### config.mk
export PLATFORM = sky130hd
export DESIGN_NAME = pllg_ctrl
export DESIGN_NICKNAME = d
export VERILOG_FILES = /design/src/rtl/pllg_pkg.sv /design/src/rtl/pllg_sync.sv /design/src/rtl/pllg_lock_timer.sv /design/src/rtl/pllg_gate_fsm.sv /design/src/rtl/pllg_ctrl.sv
export SDC_FILE = /design/constraint.sdc
export NUM_CORES = 1
export LEC_CHECK = 0
export ABC_AREA = 0
export BUFFER_PORTS_ARGS = -buffer_cell sky130_fd_sc_hd__buf_2
export CORE_MARGIN = 5
export CORE_UTILIZATION = 30
export DETAILED_ROUTE_END_ITERATION = 10
export SLEW_MARGIN = 20
export SYNTH_ARGS = -nofsm -noshare
export SYNTH_HDL_FRONTEND = slang
export SYNTH_HIERARCHICAL = 1
export SYNTH_SLANG_ARGS = --single-unit
### constraint.sdc
create_clock -name clk -period 4.2 [get_ports clk]
set_input_delay 0.42 -clock clk [delete_from_list [all_inputs] [get_ports clk]]
set_output_delay 0.42 -clock clk [all_outputs]
set_load 0.01 [all_outputs]
### src/rtl/pllg_pkg.sv
package pllg_pkg;

   typedef enum logic [1:0] {
      ST_OFF   = 2'd0,
      ST_START = 2'd1,
      ST_ACQ   = 2'd2,
      ST_RUN   = 2'd3
   } pllg_state_t;

endpackage

### src/rtl/pllg_sync.sv
module pllg_sync #(
   parameter int STAGES = 2
) (
   input  logic clk,
   input  logic rst_n,
   input  logic d,
   output logic q
);

   if (STAGES < 1) begin : g_bad_stages
      $error("pllg_sync: STAGES must be at least 1");
   end

   logic [STAGES-1:0] shreg;

   if (STAGES == 1) begin : g_single
      always_ff @(posedge clk or negedge rst_n) begin
         if (!rst_n) shreg <= '0;
         else        shreg <= d;
      end
   end else begin : g_chain
      always_ff @(posedge clk or negedge rst_n) begin
         if (!rst_n) shreg <= '0;
         else        shreg <= {shreg[STAGES-2:0], d};
      end
   end

   assign q = shreg[STAGES-1];

endmodule

### src/rtl/pllg_lock_timer.sv
module pllg_lock_timer #(
   parameter int LT_W     = 3,
   parameter int TMR_W    = 8,
   parameter int TMR_BASE = 2
) (
   input  logic            clk,
   input  logic            rst_n,
   input  logic            clear,
   input  logic            load,
   input  logic [LT_W-1:0] code,
   input  logic            tick,
   output logic            zero
);

   localparam int MAX_SHIFT = (1 << LT_W) - 2;

   if (TMR_BASE < 1) begin : g_bad_base
      $error("pllg_lock_timer: TMR_BASE must be positive");
   end
   if ((longint'(TMR_BASE) << MAX_SHIFT) >= (longint'(1) << TMR_W)) begin : g_bad_width
      $error("pllg_lock_timer: TMR_W too narrow for the largest timeout");
   end

   logic [TMR_W-1:0] cnt;
   logic [TMR_W-1:0] load_val;

   always_comb begin
      if (code == '0) load_val = '0;
      else            load_val = TMR_W'(TMR_BASE) << (code - LT_W'(1));
   end

   always_ff @(posedge clk or negedge rst_n) begin
      if (!rst_n)                   cnt <= '0;
      else if (clear)               cnt <= '0;
      else if (load)                cnt <= load_val;
      else if (tick && cnt != '0)   cnt <= cnt - TMR_W'(1);
   end

   assign zero = (cnt == '0);

endmodule

### src/rtl/pllg_gate_fsm.sv
module pllg_gate_fsm
   import pllg_pkg::*;
#(
   parameter int LT_W = 3
) (
   input  logic            clk,
   input  logic            rst_n,
   input  logic            en_core,
   input  logic            osc_ready,
   input  logic            lock_raw,
   input  logic            wake_fast,
   input  logic [LT_W-1:0] lock_code,
   input  logic            lock_bypass,
   input  logic            tmr_zero,
   output logic            tmr_clear,
   output logic            tmr_load,
   output logic            gate_en,
   output logic            clk_ready,
   output logic            lock_seen
);

   pllg_state_t state_q;
   logic        release_ok;

   assign tmr_clear  = !en_core;
   assign tmr_load   = en_core && (state_q == ST_START) && osc_ready;
   assign release_ok = wake_fast || ((lock_code == '0) ? lock_raw : tmr_zero);

   always_ff @(posedge clk or negedge rst_n) begin
      if (!rst_n) begin
         state_q   <= ST_OFF;
         gate_en   <= 1'b0;
         clk_ready <= 1'b0;
         lock_seen <= 1'b0;
      end else if (!en_core) begin
         state_q   <= ST_OFF;
         gate_en   <= 1'b0;
         clk_ready <= 1'b0;
         lock_seen <= 1'b0;
      end else begin
         unique case (state_q)
            ST_OFF:   state_q <= ST_START;
            ST_START: if (osc_ready) state_q <= ST_ACQ;
            ST_ACQ: begin
               if (release_ok) begin
                  state_q   <= ST_RUN;
                  gate_en   <= 1'b1;
                  clk_ready <= 1'b1;
                  lock_seen <= !wake_fast || lock_raw;
               end
            end
            ST_RUN: begin
               lock_seen <= lock_seen || lock_raw;
               gate_en   <= lock_bypass || lock_raw || !lock_seen;
            end
            default: state_q <= ST_OFF;
         endcase
      end
   end

endmodule

### src/rtl/pllg_ctrl.sv
module pllg_ctrl #(
   parameter int SYNC_STAGES = 2,
   parameter int LT_W        = 3,
   parameter int TMR_W       = 8,
   parameter int TMR_BASE    = 2
) (
   input  logic            clk,
   input  logic            rst_n,
   input  logic            enable_i,
   input  logic            osc_ready_i,
   input  logic            lock_raw_i,
   input  logic [LT_W-1:0] lock_time_i,
   input  logic            wake_fast_i,
   input  logic            lock_bypass_i,
   input  logic            slow_tick_i,
   output logic            gate_en_o,
   output logic            clk_ready_o,
   output logic            sync_busy_o
);

   if (LT_W < 1) begin : g_bad_lt
      $error("pllg_ctrl: LT_W must be at least 1");
   end

   logic en_q;
   logic busy_q;
   logic en_core;
   logic ack_src;
   logic ack_s;
   logic en_change;
   logic tmr_clear;
   logic tmr_load;
   logic tmr_zero;
   logic lock_seen;

   assign en_change = (enable_i != en_q);

   always_ff @(posedge clk or negedge rst_n) begin
      if (!rst_n) begin
         en_q   <= 1'b0;
         busy_q <= 1'b0;
      end else begin
         en_q <= enable_i;
         if (en_change)           busy_q <= 1'b1;
         else if (ack_s == en_q)  busy_q <= 1'b0;
      end
   end

   pllg_sync #(.STAGES(SYNC_STAGES)) u_en_sync (
      .clk   (clk),
      .rst_n (rst_n),
      .d     (en_q),
      .q     (en_core)
   );

   // acknowledge stays high on disable until the gate has closed
   assign ack_src = en_core || gate_en_o;

   pllg_sync #(.STAGES(SYNC_STAGES)) u_ack_sync (
      .clk   (clk),
      .rst_n (rst_n),
      .d     (ack_src),
      .q     (ack_s)
   );

   pllg_lock_timer #(
      .LT_W     (LT_W),
      .TMR_W    (TMR_W),
      .TMR_BASE (TMR_BASE)
   ) u_timer (
      .clk   (clk),
      .rst_n (rst_n),
      .clear (tmr_clear),
      .load  (tmr_load),
      .code  (lock_time_i),
      .tick  (slow_tick_i),
      .zero  (tmr_zero)
   );

   pllg_gate_fsm #(.LT_W(LT_W)) u_fsm (
      .clk         (clk),
      .rst_n       (rst_n),
      .en_core     (en_core),
      .osc_ready   (osc_ready_i),
      .lock_raw    (lock_raw_i),
      .wake_fast   (wake_fast_i),
      .lock_code   (lock_time_i),
      .lock_bypass (lock_bypass_i),
      .tmr_zero    (tmr_zero),
      .tmr_clear   (tmr_clear),
      .tmr_load    (tmr_load),
      .gate_en     (gate_en_o),
      .clk_ready   (clk_ready_o),
      .lock_seen   (lock_seen)
   );

   assign sync_busy_o = busy_q;

endmodule

* After elaboration in Yosys (flattened, before gate mapping)
Cells that the tools add are included.
** Cells by class
- Add/subtract/negate cells :: 2
- Equality and inequality tests :: 12
- Shifts and indexed selects :: 1
- Muxes and demuxes :: 19
- Reduce and logical (&&, ||, !) cells :: 19
** Operator list (count)
- $mux W8 :: 4
- $mux W1 :: 9
- $logic_not A8 Y1 :: 1
- $reduce_bool A8 Y1 :: 1
- $shl A2 B3 Y8 const A :: 1
- $sub A8 B1 Y8 const B :: 1
- $logic_or A1 B1 Y1 :: 6
- $mux W2 :: 3
- $ne A3 B2 Y1 const B :: 2
- $pmux W2 S3 :: 1
- $eq A2 B2 Y1 const B :: 2
- $ne A2 B1 Y1 const B :: 2
- $ne A4 B1 Y1 const B :: 1
- $pmux W1 S2 :: 2
- $reduce_and A2 Y1 :: 2
- $logic_and A1 B1 Y1 :: 3
- $logic_not A3 Y1 :: 1
- $ne A3 B1 Y1 const B :: 1
- $ne A3 B3 Y1 const B :: 1
- $reduce_and A3 Y1 :: 1
- $sub A3 B1 Y3 const B :: 1
- $eq A2 B1 Y1 const B :: 1
- $logic_not A1 Y1 :: 2
- $logic_not A2 Y1 :: 1
- 3 further kinds :: 3
** Word-level totals
- Bits in registers :: 19
- Input port bits :: 11
- Output and inout bits :: 3
- Word-level logic and storage cells :: 62

* Logic depth before layout (Yosys ltp)
- Depth after elaboration :: 6
- Depth in mapped cells :: 8
- Depth with buffers taken out :: 8

* Cells and area by module
Netlist, hierarchy kept.
** By module, submodules not included
- pllg_lock_timer :: instances 1, cells an instance 63, area an instance 589.3 µm², sequential area each 200.2 µm²
- pllg_gate_fsm :: instances 1, cells an instance 40, area an instance 389.1 µm², sequential area each 125.1 µm²
- pllg_sync :: instances 2, cells an instance 2, area an instance 50.0 µm², sequential area each 50.0 µm²
- pllg_ctrl :: instances 1, cells an instance 6, area an instance 76.3 µm², sequential area each 50.0 µm²

* Least setup slack after synthesis
No wires, ideal clock.
- Path kind :: reg2reg
- From :: reg u_timer.cnt[0]
- To :: reg u_fsm.state_q[1]
- Setup time :: 0.087 ns
- Arrival time :: 1.890 ns
- Required time :: 4.113 ns
- Setup slack :: 2.224 ns
- Cell stages (with the launch flop) :: 9
- Path buffers :: 0
- Clock period less this slack :: 1.976 ns
- Cells stage by stage :: dfrtp_1 > inv_1 > ha_1 > or3b_2 > nor2_1 > o31a_1 > nor4b_4 > or2_2 > o211ai_1
** On the way
- Longest elaborated chain between the ends :: 5
** Ends and longest elaborated chain
- start: declaration :: line pllg_lock_timer.sv:24 : logic [TMR_W-1:0] cnt;
- start signal: assignment :: line pllg_lock_timer.sv:35 : else if (load) cnt <= load_val;
- start signal: assignment :: line pllg_lock_timer.sv:36 : else if (tick && cnt != '0) cnt <= cnt - TMR_W'(1);
- $logic_not A8 Y1 :: line pllg_lock_timer.sv:39 : assign zero = (cnt == '0);
- named net tmr_zero :: line pllg_ctrl.sv:33 : logic tmr_zero;
- $mux W1 :: line pllg_gate_fsm.sv:27 : assign release_ok = wake_fast || ((lock_code == '0) ? lock_raw : tmr_zero);
- $logic_or A1 B1 Y1 :: line pllg_gate_fsm.sv:27
- $ne A3 B2 Y1 (no line)
- $reduce_and A3 Y1 (no line)
- end signal: assignment :: line pllg_gate_fsm.sv:31 : state_q <= ST_OFF;
- end signal: assignment :: line pllg_gate_fsm.sv:36 : state_q <= ST_OFF;
- end signal: assignment :: line pllg_gate_fsm.sv:42 : ST_OFF: state_q <= ST_START;
- end: declaration :: line pllg_gate_fsm.sv:22 : pllg_state_t state_q;
The timed path passes the listed nets, and every way through them passes these cells.
A chain may end at the register's enable or synchronous reset.

* Worst setup path in the final report
Same ends and word-level chain as after synthesis.

==> flow_summary.json <==
{
  "path_clk_slew_ps": 70,
  "postSynthCellCount": 113,
  "critPathTopFamily": "simple AND/OR/NAND/NOR gates",
  "first_iter_violations": 46,
  "cp_slowest_cell": "or3b_2",
  "drv_slew": 0,
  "swShare_pct": 39.2,
  "dieArea_sq_mm": 0.00519,
  "cp_max_fo": 5,
  "grt_max_degree": 20,
  "die_w_um": 72.0,
  "power.switching_mw": 0.309,
  "combPwrFrac_pct": 47.1,
  "cts.sinks": 19,
  "finish.utilization_pct": 35.7,
  "layout-drive-gt1-share_pct": 21.9,
  "ctsResizeCount": 0,
  "start_util_pct": 31.3,
  "finClkSkew_ps": 2.61,
  "grt_pass1_wl_um": 4420,
  "setup_slack_ps": 2040,
  "cts.hold.buffers_added": 0,
  "die_h_um": 72.0,
  "synth_top_area_cell": "dfrtp_1",
  "period_share_pct": 51.4,
  "vias": 932,
  "synth_cell_types": 42,
  "synthToLayoutAreaGrowth_pct": 14.1,
  "synth-seq-cells": 19,
  "r2r_start": "u_timer/cnt[0]",
  "cts_buffers": 3,
  "hold_path.class": "in2async",
  "synth_top_flop_cell": "dfrtp_1",
  "clock_path_buffers": 2,
  "ioPinCount": 14,
  "postRouteAntennaNets": 0,
  "clk_latency_ps": 260,
  "cts_max_level": 1,
  "ir_drop_mv": 0.185,
  "first_pass_iters": 4,
  "rrSetupSlack_ps": 2040,
  "avgSynthCellArea_sq_um": 10.2,
  "power_density_mw_per_mm2": 598,
  "pwr-share-seq_pct": 36.5,
  "arrival_ps": 2340,
  "synth_area_sq_mm": 0.00115,
  "period_minus_slack_ps": 2160,
  "clock-root-buffer": "clkbuf_8",
  "total_leakage_power_nw": 0.578,
  "total_power_mw": 0.788,
  "setup_tns_ps": 0,
  "rsz0062_at_grt": "no",
  "drv_cap": 0,
  "critPathMaxStageDelay_ps": 460,
  "synthArstFlopShare_pct": 100,
  "crit_required_ps": 4380,
  "p_clk_share_pct": 16.5,
  "path_cells": "inv_1, ha_1, or3b_2, nor2_1, o31a_1, nor4b_4, or2_2, o211ai_1",
  "yosysSeqAreaShare_pct": 41.2,
  "grt_pass1_vias": 919,
  "fmax_mhz": 463,
  "post_cts_buffers": 0,
  "antenna_found_initial": 0,
  "yosysWarnings": 6,
  "ys_top_cells_by_area": "dfrtp_1 (41%), ha_1 (7.6%), nor4b_4 (4.1%), a21oi_1 (2.6%), a2111oi_2 (2.6%)",
  "fp.coreArea_sq_mm": 0.00369,
  "n_antenna_cell": 0,
  "overflow": 0,
  "hold-worst-slack_ps": 95.1,
  "synth-edff-count": 0,
  "viasPerCell": 5.30,
  "slew_headroom_pct": 62.4,
  "dp_hpwl_um": 1900,
  "worstMarginPinSlew_ps": 559,
  "path_buf_inv": 1,
  "p_int_mw": 0.479,
  "yosysTopAreaCellShare_pct": 41.2,
  "layout_commonest_cell": "dfrtp_1",
  "drt-total-wl_um": 2530,
  "routedWlPerCell_um": 14.4,
  "synth.net_count": 131,
  "row_count": 22,
  "start_kind": "register",
  "dp_slack_ps": 2040,
  "fillers": 403,
  "place.gp.congestion": 0.857,
  "setup_viol": 0,
  "cts_tree": "built",
  "mostFrequentLayoutCells": "dfrtp_1 (19), buf_2 (13), nor2_1 (8), inv_1 (7), ha_1 (7)",
  "crit_path_start": "u_timer/cnt[0]",
  "hold_violations": 0,
  "nNetsFinal": 147,
  "criticalPathCategory": "reg2reg",
  "outcome": "completed",
  "grt.total_usage_pct": 10.8,
  "port_buffers": 13,
  "drc": 0,
  "cp-end-kind": "register"
}
## final timing paths
kind	depth (start not counted)	to
min in group clk	1	en_q
max in group asynchronous	1	en_q
worst min register to register	0	u_ack_sync/shreg[1]
worst max register to register	8	u_fsm/state_q[1]
worst min-delay path	1	u_fsm/lock_seen
worst max-delay path	8	u_fsm/state_q[1]
## stage by stage
stage	instances	instance area [sq um]
global placement	172	1270
detailed placement	172	1270
CTS	176	1320
global route	176	1320
finish	176	1320
floorplan	113	1150
## final cells by class
type                       count  area (sq um)  area share [%]
inverter                       7          26.3            1.99
timing repair buffer          13          65.1            4.94
clock buffer                   3          41.3            3.13
clock inverter                 1          5.00           0.380
multi-input combinational     85           644            48.9
tap                           48          60.1            4.56
sequential                    19           475            36.1
## layer usage
layer / track usage (%) / wire, um / vias up
met2: 16.4 / 1250 / 16
met1: 14.4 / 1150 / 459
li1: - / - / 449
met3: 2.63 / 82 / 8
met4: 5.22 / 57 / 0
met5: 0 / 0 / -
## power by group through the flow
stage	clock network, mW	registers, mW	logic [mW]
2_1_floorplan	0	0.278	0.294
6_report	0.130	0.287	0.371
3_3_place_gp	0	0.288	0.356
5_1_grt	0.147	0.297	0.415
4_1_cts	0.139	0.288	0.369
3_5_place_dp	0	0.290	0.368
## synth_stat cells, drive strengths merged (2+ instances only)
library cell,number
dfrtp,19
o21ai,4
or2,4
nand3,4
nand3b,3
or4,3
o31a,2
nand2b,4
a2111oi,2
nand2,6
xnor2,2
nor4,2
o211ai,2
nor4b,2
ha,7
a21oi,6
or4b,2
a22o,2
o21bai,2
a211oi,2
inv,7
nor2,9
## cells by family after synthesis
logic type               Yosys count  synth area share [%]
buffers and inverters              9                  3.03
XOR/XNOR                           3                  2.28
flip-flops                        19                  41.2
adder cells (fa/ha/maj)            7                  7.58
AO/OA/AOI/OAI                     31                  20.4
AND/OR/NAND/NOR                   44                  25.6
## flip-flops by register name (all words and copies together), names as in the netlist
| register | cells |
|---|---|
| en_q | 1 |
| sync_busy_o | 1 |
| u_ack_sync/shreg | 2 |
| u_en_sync/shreg | 2 |
| u_fsm/clk_ready | 1 |
| u_fsm/gate_en | 1 |
| u_fsm/lock_seen | 1 |
| u_fsm/state_q | 2 |
| u_timer/cnt | 8 |
Power figures use the tool's default switching activity.
